[src/rtl/width_meter_pkg.sv]
package width_meter_pkg;

  // Register addresses
  localparam int RegCtrl  = 0;
  localparam int RegMask  = 1;
  localparam int RegWidth = 2;
  localparam int RegStat  = 3;

  // Strobes from control to datapath
  typedef struct packed {
    logic clear;    // force counter to zero
    logic inc;      // advance counter
    logic capture;  // load width register from counter
    logic ovf;      // counter wraps past its maximum this cycle
  } meterStrobes_t;

endpackage

[src/rtl/width_meter_ctrl.sv]
module width_meter_ctrl
  import width_meter_pkg::*;
#(
  parameter int DATA_W      = 16,
  parameter int ADDR_W      = 2,
  parameter int CNT_W       = 16,
  parameter int SYNC_STAGES = 2
) (
  input  logic              clk,
  input  logic              rstN,
  input  logic              wrEn,
  input  logic              rdEn,
  input  logic [ADDR_W-1:0] addr,
  input  logic [DATA_W-1:0] wrData,
  output logic [DATA_W-1:0] rdData,
  input  logic              pulseIn,
  input  logic              cntAtMax,
  input  logic              cntNonZero,
  input  logic              ovSeen,
  input  logic [CNT_W-1:0]  widthVal,
  output meterStrobes_t     stb,
  output logic              cfgEnable,
  output logic              cfgLowPhase,
  output logic              cfgWrap,
  output logic              irqEnable,
  output logic              irqPending,
  output logic              irq
);

  localparam logic [ADDR_W-1:0] A_CTRL  = ADDR_W'(RegCtrl);
  localparam logic [ADDR_W-1:0] A_MASK  = ADDR_W'(RegMask);
  localparam logic [ADDR_W-1:0] A_WIDTH = ADDR_W'(RegWidth);
  localparam logic [ADDR_W-1:0] A_STAT  = ADDR_W'(RegStat);

  // Synchronizer chain
  logic [SYNC_STAGES-1:0] syncChain;
  logic syncLevel;

  generate
    if (SYNC_STAGES == 1) begin : g_sync1
      always_ff @(posedge clk) begin
        if (!rstN) syncChain <= '0;
        else       syncChain <= pulseIn;
      end
    end else begin : g_syncN
      always_ff @(posedge clk) begin
        if (!rstN) syncChain <= '0;
        else       syncChain <= {syncChain[SYNC_STAGES-2:0], pulseIn};
      end
    end
  endgenerate

  assign syncLevel = syncChain[SYNC_STAGES-1];

  // Phase decode and strobe generation
  logic inPhase;
  logic running;

  assign inPhase     = syncLevel ^ cfgLowPhase;
  assign running     = cfgEnable & inPhase;
  assign stb.inc     = running;
  assign stb.clear   = ~running;
  assign stb.ovf     = running & cntAtMax;
  assign stb.capture = cfgEnable & ~inPhase & cntNonZero & ~ovSeen;

  // Configuration registers
  logic ctrlWr;
  logic maskWr;
  logic statRd;

  assign ctrlWr = wrEn && (addr == A_CTRL);
  assign maskWr = wrEn && (addr == A_MASK);
  assign statRd = rdEn && (addr == A_STAT);

  always_ff @(posedge clk) begin
    if (!rstN) begin
      cfgEnable   <= 1'b0;
      cfgLowPhase <= 1'b0;
      cfgWrap     <= 1'b0;
      irqEnable   <= 1'b0;
    end else begin
      if (ctrlWr) begin
        cfgEnable   <= wrData[0];
        cfgLowPhase <= wrData[1];
        cfgWrap     <= wrData[2];
      end
      // Self-disable policy overrides a same-cycle enable write
      if (stb.ovf && !cfgWrap) begin
        cfgEnable <= 1'b0;
      end
      if (maskWr) begin
        irqEnable <= wrData[0];
      end
    end
  end

  // Pending flag: set beats clear-on-read
  always_ff @(posedge clk) begin
    if (!rstN)        irqPending <= 1'b0;
    else if (stb.ovf) irqPending <= 1'b1;
    else if (statRd)  irqPending <= 1'b0;
  end

  assign irq = irqPending & irqEnable;

  // Read mux
  always_comb begin
    rdData = '0;
    unique case (addr)
      A_CTRL:  rdData[2:0]       = {cfgWrap, cfgLowPhase, cfgEnable};
      A_MASK:  rdData[0]         = irqEnable;
      A_WIDTH: rdData[CNT_W-1:0] = widthVal;
      A_STAT:  rdData[0]         = irqPending;
      default: rdData            = '0;
    endcase
  end

  // Write-data bits above the control field carry no state
  logic unusedWrBits;
  assign unusedWrBits = ^wrData[DATA_W-1:3];

endmodule

[src/rtl/width_meter_datapath.sv]
module width_meter_datapath
  import width_meter_pkg::*;
#(
  parameter int CNT_W = 16
) (
  input  logic             clk,
  input  logic             rstN,
  input  meterStrobes_t    stb,
  output logic             cntAtMax,
  output logic             cntNonZero,
  output logic             ovSeen,
  output logic [CNT_W-1:0] widthVal
);

  logic [CNT_W-1:0] phaseCount;

  always_ff @(posedge clk) begin
    if (!rstN) begin
      phaseCount <= '0;
      ovSeen     <= 1'b0;
      widthVal   <= '0;
    end else begin
      if (stb.clear)    phaseCount <= '0;
      else if (stb.inc) phaseCount <= phaseCount + CNT_W'(1);

      if (stb.clear)    ovSeen <= 1'b0;
      else if (stb.ovf) ovSeen <= 1'b1;

      if (stb.capture)  widthVal <= phaseCount;
    end
  end

  assign cntAtMax   = &phaseCount;
  assign cntNonZero = |phaseCount;

endmodule

[src/rtl/width_meter.sv]
module width_meter
  import width_meter_pkg::*;
#(
  parameter int CNT_W       = 16,
  parameter int DATA_W      = 16,
  parameter int ADDR_W      = 2,
  parameter int SYNC_STAGES = 2
) (
  input  logic              clk,
  input  logic              rstN,
  input  logic              wrEn,
  input  logic              rdEn,
  input  logic [ADDR_W-1:0] addr,
  input  logic [DATA_W-1:0] wrData,
  output logic [DATA_W-1:0] rdData,
  input  logic              pulseIn,
  output logic              irq
);

  meterStrobes_t    stb;
  logic             cntAtMax;
  logic             cntNonZero;
  logic             ovSeen;
  logic [CNT_W-1:0] widthVal;
  logic             cfgEnable;
  logic             cfgLowPhase;
  logic             cfgWrap;
  logic             irqEnable;
  logic             irqPending;

  width_meter_ctrl #(
    .DATA_W(DATA_W), .ADDR_W(ADDR_W), .CNT_W(CNT_W), .SYNC_STAGES(SYNC_STAGES)
  ) u_ctrl (
    .clk(clk), .rstN(rstN), .wrEn(wrEn), .rdEn(rdEn), .addr(addr),
    .wrData(wrData), .rdData(rdData), .pulseIn(pulseIn),
    .cntAtMax(cntAtMax), .cntNonZero(cntNonZero), .ovSeen(ovSeen),
    .widthVal(widthVal), .stb(stb), .cfgEnable(cfgEnable),
    .cfgLowPhase(cfgLowPhase), .cfgWrap(cfgWrap), .irqEnable(irqEnable),
    .irqPending(irqPending), .irq(irq)
  );

  width_meter_datapath #(
    .CNT_W(CNT_W)
  ) u_dp (
    .clk(clk), .rstN(rstN), .stb(stb), .cntAtMax(cntAtMax),
    .cntNonZero(cntNonZero), .ovSeen(ovSeen), .widthVal(widthVal)
  );

endmodule

[config.mk]
export PLATFORM = sky130hd
export DESIGN_NAME = width_meter
export DESIGN_NICKNAME = d
export VERILOG_FILES = /design/src/rtl/width_meter_pkg.sv /design/src/rtl/width_meter_ctrl.sv /design/src/rtl/width_meter_datapath.sv /design/src/rtl/width_meter.sv
export SDC_FILE = /design/constraint.sdc
export NUM_CORES = 1
export LEC_CHECK = 0
export BUFFER_PORTS_ARGS = -buffer_cell sky130_fd_sc_hd__buf_2
export CORE_UTILIZATION = 35
export CTS_BUF_LIST = sky130_fd_sc_hd__clkbuf_16
export DETAILED_ROUTE_END_ITERATION = 6
export SETUP_SLACK_MARGIN = 0.15
export SKIP_CTS_REPAIR_TIMING = 1
export SLEW_MARGIN = 20
export SYNTH_ARGS = -nofsm -noshare
export SYNTH_HDL_FRONTEND = slang
export SYNTH_SLANG_ARGS = --single-unit
[constraint.sdc]
create_clock -name clk -period 1.7 [get_ports clk]
set_input_delay 0.085 -clock clk [delete_from_list [all_inputs] [get_ports clk]]
set_output_delay 0.085 -clock clk [all_outputs]
set_load 0.1 [all_outputs]
# --- After elaboration in Yosys (flattened, before gate mapping) ---
# Cells that the tools add are included.
word_totals:
  regBits: 40
  in_bits: 23
  out_inout_bits: 17
  word_cells: 39
classes:
  n_addsub: 1
  n_eq_ne: 3
  mux: 5
  bitwise_logic: 10
  reduce_logical: 11
op_table:
  columns: ["operator", "n"]
  rows:
  - ["16-bit by 1-bit adder with 16-bit output, second input constant", 1]
  - ["16-bit AND reduction", 1]
  - ["16-bit OR reduction", 1]
  - ["13-bit 2-to-1 mux", 1]
  - ["1-bit AND", 6]
  - ["2-bit equality test, second input constant", 2]
  - ["1-bit logical AND", 4]
  - ["1-bit one-hot mux with 4 select lines", 1]
  - ["2-bit one-hot mux with 2 select lines", 1]
  - ["1-bit NOT", 3]
  - ["2-bit by 1-bit equality test with 1-bit output, second input constant", 1]
  - ["2-bit logical NOT", 1]
  - ["1-bit 2-to-1 mux", 2]
  - ["2-bit AND reduction", 1]
  - ["2-bit nonzero test", 1]
  - ["2-bit OR reduction", 1]
  - ["1-bit logical NOT", 1]
  - ["1-bit XOR", 1]

# --- Logic depth before layout (Yosys ltp) ---
# Gate-level depths: netlist of the first run.
depth:
  depth_word: 5
  mapped_depth: 8

# --- By module ---
# Synthesis of the first run repeated with hierarchy kept, for this count alone.
hier_totals:
  hier_cells: 207
  hier_area_um2: 1961.9
modules_own_cells:
  columns: ["module", "n_inst", "cells_per_inst", "area_per_inst_um2"]
  rows:
  - ["width_meter_datapath", 1, 154, 1477.7]
  - ["width_meter_ctrl", 1, 53, 484.2]

# --- Least setup slack after synthesis of the first run ---
# No wires, ideal clock.
synth_path:
  kind: "input to output"
  start: "in addr[1]"
  end: "out rdData[1]"
  arrival_time_ps: 1693
  setup_slack_ps: -78
  stages: 3
  cell_sequence: "clkbuf_1 -> mux2i_1 -> nor2_1"
synth_via:
  elab_chain_cells: 2
  elab_cells_between_ends: 3
synth_rtl:
  columns: ["element", "line", "text"]
  rows:
  - ["from (decl)", "width_meter.sv:13", "input logic [ADDR_W-1:0] addr,"]
  - ["2-bit equality test or 2-bit logical NOT (tied branches)", "width_meter_ctrl.sv:109", "unique case (addr)"]
  - ["2-bit one-hot mux with 2 select lines (*)", "width_meter_ctrl.sv:109", null]
  - ["to (decl)", "width_meter.sv:15", "output logic [DATA_W-1:0] rdData,"]
# Every way passes the cells marked *; elsewhere a longest branch is shown, timed or not.

# --- Worst setup path in the final report of the first run ---
layout_path:
  start: "reg u_dp.phaseCount[0]"
  end: "reg u_dp.phaseCount[12]"
layout_via:
  elab_chain_cells: 1
layout_rtl:
  columns: ["element", "line", "text"]
  rows:
  - ["from (decl)", "width_meter_datapath.sv:15", "logic [CNT_W-1:0] phaseCount;"]
  - ["from (signal assigned)", "width_meter_datapath.sv:24", "else if (stb.inc) phaseCount <= phaseCount + CNT_W'(1);"]
  - ["16-bit by 1-bit adder with 16-bit output", "width_meter_datapath.sv:24", null]
# No other way between the ends.
# A chain may end at the register's enable or synchronous reset.

==> flow_summary_export.csv, run 1 <==
group,metric,value,unit
outcome,status,"finished clean",
clock_tree,cts_buffers,5,
pwr,switching_share,0.2007,
critical_path,criticalPathCategory,"reg2reg",
clock_tree,cts-root-buf,"clkbuf_16",
yosys,synthCells,209,
floorplan,die_y,75.28,um
hold_path,holdCritStartpoint,"pulseIn",
sta,skew,3.167,ps
final_layout,layout_common_cells,"nand2_1 (37), dfxtp_1 (37), mux2i_1 (22)",
yosys,synth_top_cell_area_share,0.4261,
critical_path,critPathLaunchType,"flip-flop",
grt,grt_pass1_vias,1432,
pwr,clockPowerShare,0.458,
final_layout,final_nets,277,
placed_design,dp_cells,310,
critical_path,rr_startpoint,"u_dp.phaseCount[0]$_SDFF_PN0_",
sta,min_period,1533,ps
sta,fmax,652.5,MHz
critical_path,worstPathMaxFanout,5,
pwr,comb_power_share,0.037,
grt,antenna_found_initial,0,
routing,num_vias,1562,
sta,slew_headroom,0.6778,
critical_path,worstSetupStartpoint,"u_dp.phaseCount[0]$_SDFF_PN0_",
floorplan,start_util,0.3656,
critical_path,worstPathRequired,1870,ps
clock_tree,clk_pin_slew_worst_paths,50,ps
routing,ant_nets,0,
floorplan,design.die.area,5666,um2
grt,grt_pass1_wl,6334,um
sta,finalHoldViolCount,0,
clock_tree,clock-sinks,40,
pwr,seqPwrFrac,0.506,
critical_path,critical_path_arrival,1700,ps
sta,worst_hold_slack,10.54,ps
final_layout,utilization,0.5141,
floorplan,die_w,75.28,um
pwr,peakVddDrop,0.0003925,V
routing,drtPass1Iterations,4,
pwr,p_switching,0.3753,mW
grt,grt_util_all_layers,0.1483,
floorplan,core_area,5140,um2
run,max-cap-violations,0,
final_layout,fin_cells,323,
floorplan,rows,26,
pwr,power.leakage,0.9689,nW
placed_design,portBuffers,26,
yosys,ys_ff_latch,40,
yosys,synth.top_cells.by_area,"dfxtp_1 (43%), mux2i_1 (12%), nand2_1 (7.4%)",
placed_design,post-dp-hpwl,2772,um
yosys,ys_warn_count,0,
routing,route.detailed.drc,0,
yosys,seq_area_frac_synth,0.4261,
final_layout,drive_gt1_frac,0.3241,
yosys,yosysTopAreaCell,"dfxtp_1",
routing,vias_per_cell,4.836,
pwr,power_density,707.5,nW/um2
pwr,internal_power,1.494,mW
final_layout,syn_to_final_growth,40.61,%
clock_tree,cts_tree,"built",
yosys,synth_cell_types,32,
sta,finalSetupViolCount,0,
grt,grt_max_degree,23,
routing,drt_iter0_markers,65,
sta,finalCritPeriodShare,0.9015,
hold_path,hold_class,"in2reg",
sta,rsz0062_at_grt,"yes",
sta,slew_violations,0,
sta,worst_pin_slew,486.7,ps
final_layout,design_area,2643,um2
yosys,syn_area_per_cell,8.992,um2
sta,tns,0,ps
critical_path,endpoint_kind,"flip-flop",
clock_tree,insertion_delay,280,ps
clock_tree,cts_max_level,2,
placed_design,routabilityCongestion,0.8105,
placed_design,placed_area,2374,um2
grt,overflow,0,
clock_tree,clk_path_buf_depth,2,
yosys,synth_area,1879,um2
floorplan,ios,40,
routing,routedWlPerCell,12.07,um
yosys,synth.net_count,234,
routing,wirelength,3898,um
final_layout,fillers,505,
final_layout,antennaDiodeCount,0,
-- path summary, 6_finish.rpt --
path / endpoint / slack (ps) / cells past startpoint
worst max-delay path: u_dp.phaseCount[12]$_SDFF_PN0_ / 170 / 7
worst min-delay path: u_ctrl.syncChain[0]$_SDFF_PN0_ / 10 / 2
worst max register to register: u_dp.phaseCount[12]$_SDFF_PN0_ / 170 / 7
worst min register to register: u_dp.phaseCount[0]$_SDFF_PN0_ / 440 / 1
-- kinds of logic after synthesis --
family,synth area share
simple gates,0.3023
flops,0.4261
mux,0.1352
buf+inv,0.04460
xor+xnor,0.05126
compound gates,0.02730
fa+ha+maj,0.01331
-- synth_stat cells --
cell and number:
buf_8 1, nor3_1 4, nand3b_1 1, mux4_2 1, and4bb_1 1, inv_1 4, xnor2_1 6, o21ai_0 3
nand4_1 5, nor4_2 2, and3_1 3, or4_1 1, o31a_1 1, nor2_1 14, nor4b_2 1, buf_6 2
nor4_1 3, mux2_2 1, nor3b_2 1, o31ai_1 1, buf_2 1, mux2i_1 22, dfxtp_1 40, ha_1 2
nand2_1 37, nor2b_1 5, or3_1 2, xor2_1 5, nand3_1 9, clkbuf_1 7, and2_1 19, a21oi_1 4
-- worst max-delay path, cell delays in order (launching register included) --
cell and delay, ps:
dfxtp_4 360, buf_4 110, ha_1 150, nand2_1 120
buf_4 190, nor4_2 270, xnor2_1 160, nor2_1 60
-- through the flow --
step / power (mW) / setup WS (ps)
finish: 1.870 / 167.4
global route: 1.936 / 70.65
CTS: 1.891 / 35.55
detailed placement: 1.036 / 53.31
global placement: 1.035 / 80.24
floorplan: 1.010 / 176.7
-- sequential cells by signal, indices dropped and copies added, names as in the netlist --
signal / count
u_dp.ovSeen: 1
u_ctrl.irqPending: 1
u_ctrl.cfgWrap: 1
u_ctrl.syncChain: 2
u_ctrl.irqEnable: 1
u_dp.phaseCount: 16
u_dp.widthVal: 16
u_ctrl.cfgLowPhase: 1
u_ctrl.cfgEnable: 1
-- layout make-up --
class / instances / area, um2 / area share
clock buffers: 5 / 125.1 / 0.04735
well taps: 70 / 87.58 / 0.03314
repair buffers: 47 / 520.5 / 0.1970
clock inverters: 3 / 11.26 / 0.004261
multi-input cells: 154 / 1074 / 0.4063
flip-flops and latches: 40 / 807.0 / 0.3054
inverters: 4 / 17.52 / 0.006629
-- routing by layer --
metal,GRT usage,routed length (um),up-vias
li1,-,-,788
met3,0.03347,125,5
met4,0.05144,44,0
met2,0.2523,1964,30
met1,0.1851,1764,739
met5,0,0,-
-- power groups by stage --
stage          logic, mW  registers (mW)  clock network [mW]
4_1_cts           0.0686           0.947               0.876
3_3_place_gp      0.0676           0.967                   0
5_1_grt           0.0750           0.946               0.915
6_report          0.0683           0.946               0.855
2_1_floorplan     0.0435           0.966                   0
3_5_place_dp      0.0684           0.967                   0
No activity file was read; power rests on OpenSTA's default activity.
==> run 2: changes to the inputs <==
--- a/config.mk
+++ b/config.mk
@@ -14,4 +14,5 @@
 export SLEW_MARGIN = 20
 export SYNTH_ARGS = -nofsm -noshare
 export SYNTH_HDL_FRONTEND = slang
+export SYNTH_HIERARCHICAL = 1
 export SYNTH_SLANG_ARGS = --single-unit
==> run 2 against run 1 <==
Against the previous run: clock skew about the same; die area is 4.3% higher; flip-flop and latch count is the same; non-clock buffer count is 7 higher; power increased by 11%; largest cell class unchanged; cell count up 0.93%; largest power group is now the clock network; synthesized cell count shrank 0.96%.
==> flow_summary_export.csv, run 2 <==
group,metric,value,unit
outcome,status,"finished clean",
sta,worst_pin_slew,486.8,ps
final_layout,final_nets,280,
yosys,synthCells,207,
routing,vias_per_cell,4.988,
yosys,synth_cell_types,37,
placed_design,placed_area,2302,um2
floorplan,die_y,76.87,um
floorplan,rows,26,
critical_path,worstPathRequired,1910,ps
routing,ant_nets,0,
final_layout,layout_common_cells,"dfxtp_1 (33), mux2i_1 (27), buf_2 (25)",
yosys,synth.top_cells.by_count,"dfxtp_1 (40), mux2i_1 (27), nor2b_1 (17)",
yosys,synth_area,1962,um2
grt,grt_pass1_vias,1444,
yosys,synth.net_count,232,
sta,finalHoldViolCount,0,
critical_path,slowest_delay,410,ps
final_layout,multi_input_area,1189,um2
routing,route.detailed.drc,0,
sta,slew_headroom,0.6777,
critical_path,cp_cell_sequence,"xor2_2 > and2_4 > nand4_1 > buf_4 > or4_4 > a21oi_2",
floorplan,core_area,5238,um2
critical_path,critPathLaunchType,"flip-flop",
placed_design,portBuffers,26,
grt,grt_util_all_layers,0.1479,
critical_path,crit_buf_inv,1,
clock_tree,cts_tree,"built",
clock_tree,clk_path_buf_depth,2,
critical_path,critPathTopFamily,"simple AND/OR/NAND/NOR gates",
yosys,synth_edf_count,0,
floorplan,die_w,76.87,um
hold_path,hold_class,"in2reg",
clock_tree,clock-sinks,40,
yosys,seq_area_frac_synth,0.4082,
critical_path,criticalPathCategory,"reg2reg",
sta,rsz0062_at_grt,"yes",
placed_design,post-dp-hpwl,2939,um
sta,fmax,597.5,MHz
yosys,yosysTopAreaCell,"dfxtp_1",
run,max-cap-violations,0,
yosys,dominantRegCellSynth,"dfxtp_1",
final_layout,fillers,500,
sta,min_period,1674,ps
final_layout,regArea,814.5,um2
critical_path,endpoint_kind,"flip-flop",
floorplan,start_util,0.3746,
clock_tree,cts_buffers,5,
final_layout,utilization,0.5086,
final_layout,antennaDiodeCount,0,
final_layout,drive_gt1_frac,0.4141,
yosys,synth.top_cells.by_area,"dfxtp_1 (41%), mux2i_1 (14%), nor2b_1 (5.4%)",
sta,skew,3.303,ps
clock_tree,cts-root-buf,"clkbuf_16",
sta,finalCritPeriodShare,0.9846,
placed_design,routabilityCongestion,0.7636,
grt,overflow,0,
floorplan,ios,40,
critical_path,critical_path_arrival,1890,ps
placed_design,dp_cells,311,
final_layout,largestRegisters,"u_dp/phaseCount x16, u_dp/widthVal x16, u_ctrl/syncChain x2",
pwr,peakVddDrop,0.0006295,V
routing,drt_iter0_markers,80,
critical_path,worstPathMaxFanout,4,
sta,tns,0,ps
floorplan,design.die.area,5909,um2
grt,grt_pass1_wl,6906,um
sta,finalSetupViolCount,0,
grt,grt_max_degree,20,
final_layout,final_common_cell,"dfxtp_1",
clock_tree,insertion_delay,280,ps
routing,routedWlPerCell,13.54,um
yosys,synth_top_cell_area_share,0.4082,
pwr,power.leakage,1.014,nW
yosys,ys_ff_latch,40,
clock_tree,cts_max_level,2,
clock_tree,clk_pin_slew_worst_paths,60,ps
routing,wirelength,4415,um
yosys,syn_area_per_cell,9.478,um2
routing,drtPass1Iterations,4,
final_layout,syn_to_final_growth,35.78,%
sta,slew_violations,0,
yosys,async_flop_share,0,
final_layout,fin_cells,326,
yosys,yosysMostFrequentCell,"dfxtp_1",
grt,antenna_found_initial,0,
yosys,ys_warn_count,6,
routing,num_vias,1626,
pwr,power_density,778.3,nW/um2
critical_path,slowest_stage,"or4_4",
final_layout,design_area,2664,um2
==> run 2: changes by cell type in the layout (fill, tap and decap cells not counted), sizes merged, moves of 4 or more <==
cell    previous run  this run
nor2b              5        17
a21oi              4         8
nand3              9         3
nand4              5         9
nand2             37        12
nand2b             0         5
xnor2              6         1
mux2i             22        27
buf               46        54
==> run 2: worst reg2reg max path: stages, from the launching register on <==
cell and delay (ps):
dfxtp_4 360, xor2_2 150, and2_4 160, nand4_1 190, buf_4 210, or4_4 410
a21oi_2 130
==> run 2: layout make-up <==
type	count	area share
clock buffer	5	0.04697
timing repair buffer	54	0.1451
sequential	40	0.3058
tap	70	0.03288
multi-input combinational	149	0.4462
clock inverter	3	0.01597
inverter	5	0.007046
==> run 2: report_power, final <==
part | total (mW) | internal (mW) | switching (mW)
Combinational | 0.0788 | 0.0356 | 0.0431
Clock | 1.05 | 0.689 | 0.362
Sequential | 0.944 | 0.940 | 0.00340
==> run 2: logic make-up after synthesis <==
group,share of synthesized area
multiplexers,0.1512
flip-flops,0.4082
adder cells (fa/ha/maj),0.01275
XOR/XNOR,0.01786
AO/OA/AOI/OAI,0.05293
buffers and inverters,0.04911
AND/OR/NAND/NOR,0.3080
==> run 2: final timing paths <==
| kind | slack (ps) | from | cells past startpoint | end |
|---|---|---|---|---|
| worst max-delay path | 30 | u_ctrl/cfgLowPhase$_SDFFE_PN0P_ | 6 | u_dp/phaseCount[9]$_SDFFE_PP0P_ |
| worst min-delay path | 10 | pulseIn | 2 | u_ctrl/syncChain[0]$_SDFF_PN0_ |
| worst max register to register | 30 | u_ctrl/cfgLowPhase$_SDFFE_PN0P_ | 6 | u_dp/phaseCount[9]$_SDFFE_PP0P_ |
| worst min register to register | 440 | u_ctrl/syncChain[0]$_SDFF_PN0_ | 1 | u_ctrl/syncChain[1]$_SDFF_PN0_ |
==> run 2: per-stage QoR <==
step	hold slack [ps]	total power [mW]	setup WS, ps
final	10.53	2.073	26.22
after global routing	9.247	2.152	-92.98
after CTS	6.590	2.097	-2.149
after detailed placement	297.4	1.042	15.60
after global placement	294.1	1.040	54.60
after floorplan	206.7	1.011	47.94
==> run 2: layer usage <==
layer	vias to the layer above	wire [um]	track usage
met5	-	0	0
met4	0	42	0.05769
met3	6	176	0.03571
met2	39	2029	0.2321
met1	769	2166	0.1939
li1	812	-	-
==> run 3: changes to the inputs <==
--- a/config.mk
+++ b/config.mk
@@ -5,12 +5,13 @@
 export SDC_FILE = /design/constraint.sdc
 export NUM_CORES = 1
 export LEC_CHECK = 0
-export BUFFER_PORTS_ARGS = -buffer_cell sky130_fd_sc_hd__buf_2
-export CORE_UTILIZATION = 35
+export CORE_UTILIZATION = 47
 export CTS_BUF_LIST = sky130_fd_sc_hd__clkbuf_16
 export DETAILED_ROUTE_END_ITERATION = 6
+export DONT_BUFFER_PORTS = 1
 export SETUP_SLACK_MARGIN = 0.15
 export SKIP_CTS_REPAIR_TIMING = 1
+export SKIP_LAST_GASP = 1
 export SLEW_MARGIN = 20
 export SYNTH_ARGS = -nofsm -noshare
 export SYNTH_HDL_FRONTEND = slang
==> run 3 against run 2 <==
Against the previous run: sequential power is essentially flat; design area is 4.9% lower; the flow now finishes with violations (negative hold slack); combinational power shrank 15%; worst hold slack got worse by 46 ps; highest routed layer unchanged; critical path type unchanged.
==> flow_summary_export.csv, run 3 (synthesis gave the netlist of run 2 again) <==
group,metric,value,unit
routing,num_vias,1611,
placed_design,dp_cells,265,
critical_path,rr_startpoint,"u_ctrl/cfgLowPhase$_SDFFE_PN0P_",
final_layout,design_area,2534,um2
routing,routedWlPerCell,15.43,um
grt,grt_pass1_vias,1491,
floorplan,core_area,4000,um2
sta,fmax,590.1,MHz
hold_path,hold_class,"in2reg",
sta,slew_headroom,0.6634,
pwr,power.leakage,0.8858,nW
hold_path,min_to,"u_ctrl/irqEnable$_SDFFE_PN0P_",
clock_tree,cts-root-buf,"clkbuf_16",
clock_tree,clk_path_buf_depth,2,
clock_tree,cts_buffers,5,
final_layout,drive_gt1_frac,0.3445,
final_layout,layout_common_cells,"dfxtp_1 (35), buf_4 (27), mux2i_1 (27)",
final_layout,largestRegisters,"u_dp/phaseCount x16, u_dp/widthVal x16, u_ctrl/syncChain x2",
final_layout,fin_cells,288,
clock_tree,clock-sinks,40,
pwr,power,1.888,mW
critical_path,endpoint_kind,"flip-flop",
critical_path,reg2regPathDepth,8,
clock_tree,cts_tree,"built",
grt,antenna_found_initial,0,
critical_path,criticalPathCategory,"reg2reg",
run,max-cap-violations,0,
pwr,peakVddDrop,0.0006322,V
sta,finalHoldViolCount,1,
sta,skew,3.024,ps
floorplan,design.die.area,4437,um2
routing,drtPass1Iterations,4,
routing,wirelength,4444,um
hold_path,hold_path_depth,2,
floorplan,start_util,0.4905,
final_layout,syn_to_final_growth,29.15,%
grt,grt_pass1_wl,6651,um
sta,slew_violations,0,
critical_path,critPathLaunchType,"flip-flop",
routing,vias_per_cell,5.594,
sta,worst_hold_slack,-35.24,ps
floorplan,die_w,66.61,um
critical_path,worstPathMaxFanout,7,
final_layout,antennaDiodeCount,0,
floorplan,die_y,66.61,um
routing,ant_nets,0,
clock_tree,clk_pin_slew_worst_paths,60,ps
final_layout,utilization,0.6334,
sta,finalCritPeriodShare,0.9969,
grt,grt_max_degree,22,
outcome,violations,"negative hold slack",
placed_design,post-dp-hpwl,2910,um
critical_path,worstPathRequired,1920,ps
floorplan,rows,23,
routing,drt_iter0_markers,78,
placed_design,routabilityCongestion,0.8532,
routing,route.detailed.drc,0,
critical_path,critical_path_arrival,1910,ps
grt,grt_util_all_layers,0.2050,
critical_path,reg2reg_to,"u_dp/phaseCount[8]$_SDFFE_PP0P_",
grt,overflow,0,
sta,finalSetupViolCount,0,
sta,min_period,1695,ps
critical_path,r2r_slack,5,ps
sta,rsz0062_at_grt,"yes",
sta,worst_pin_slew,503.3,ps
placed_design,placed_area,2147,um2
outcome,status,"finished with violations",
placed_design,portBuffers,0,
clock_tree,insertion_delay,280,ps
final_layout,final_nets,263,
floorplan,ios,40,
final_layout,final_common_cell,"dfxtp_1",
clock_tree,cts_max_level,2,
hold_path,holdCritStartpoint,"wrData[0]",
pwr,power_density,745.1,nW/um2
-- run 3: worst max path at each step --
stage,start,to,slack [ps],depth (start not counted)
2_1_floorplan,u_ctrl/cfgLowPhase$_SDFFE_PN0P_,u_dp/phaseCount[11]$_SDFFE_PP0P_,50,7
3_3_place_gp,u_ctrl/cfgLowPhase$_SDFFE_PN0P_,u_dp/phaseCount[15]$_SDFFE_PP0P_,30,6
3_5_place_dp,u_ctrl/cfgLowPhase$_SDFFE_PN0P_,u_dp/phaseCount[15]$_SDFFE_PP0P_,-5,6
4_1_cts,u_ctrl/cfgLowPhase$_SDFFE_PN0P_,u_dp/phaseCount[15]$_SDFFE_PP0P_,-20,6
5_1_grt,u_ctrl/cfgLowPhase$_SDFFE_PN0P_,u_dp/phaseCount[8]$_SDFFE_PP0P_,-60,8
6_report,u_ctrl/cfgLowPhase$_SDFFE_PN0P_,u_dp/phaseCount[8]$_SDFFE_PP0P_,5,8
-- run 3: worst max-delay path, cell delays in order, from the launching register on --
cell	delay (ps)
dfxtp_4	360
xor2_2	170
and2_4	170
buf_4	110
buf_8	110
nand4_1	120
buf_4	170
or3_1	310
a21oi_1	120
-- run 3: metrics by stage --
step	setup TNS, ps	worst slack [ps]
after floorplan	0	47.94
after global placement	0	25.16
after detailed placement	-4.650	-4.650
after CTS	-24.46	-24.46
after global routing	-386.1	-55.16
final	0	5.339
-- run 3: cell type report --
class | instances | area (um2)
Timing Repair Buffer | 37 | 331.6
Clock buffer | 5 | 125.1
Inverter | 5 | 18.77
Multi-Input combinational cell | 149 | 1179
Clock inverter | 2 | 7.507
Fill cell | 339 | 1466
Tap cell | 50 | 62.56
Sequential cell | 40 | 809.5
-- run 3: routing by layer --
layer / GRT usage / wire length, um
met5: 0 / 0
met4: 0.1064 / 95
met3: 0.04966 / 200
met2: 0.3586 / 2325
met1: 0.2269 / 1823
-- run 3: where the power goes --
part | switching, mW | total [mW] | internal, mW
logic | 0.0327 | 0.0667 | 0.0339
clock network | 0.351 | 0.876 | 0.525
registers | 0.00360 | 0.946 | 0.942
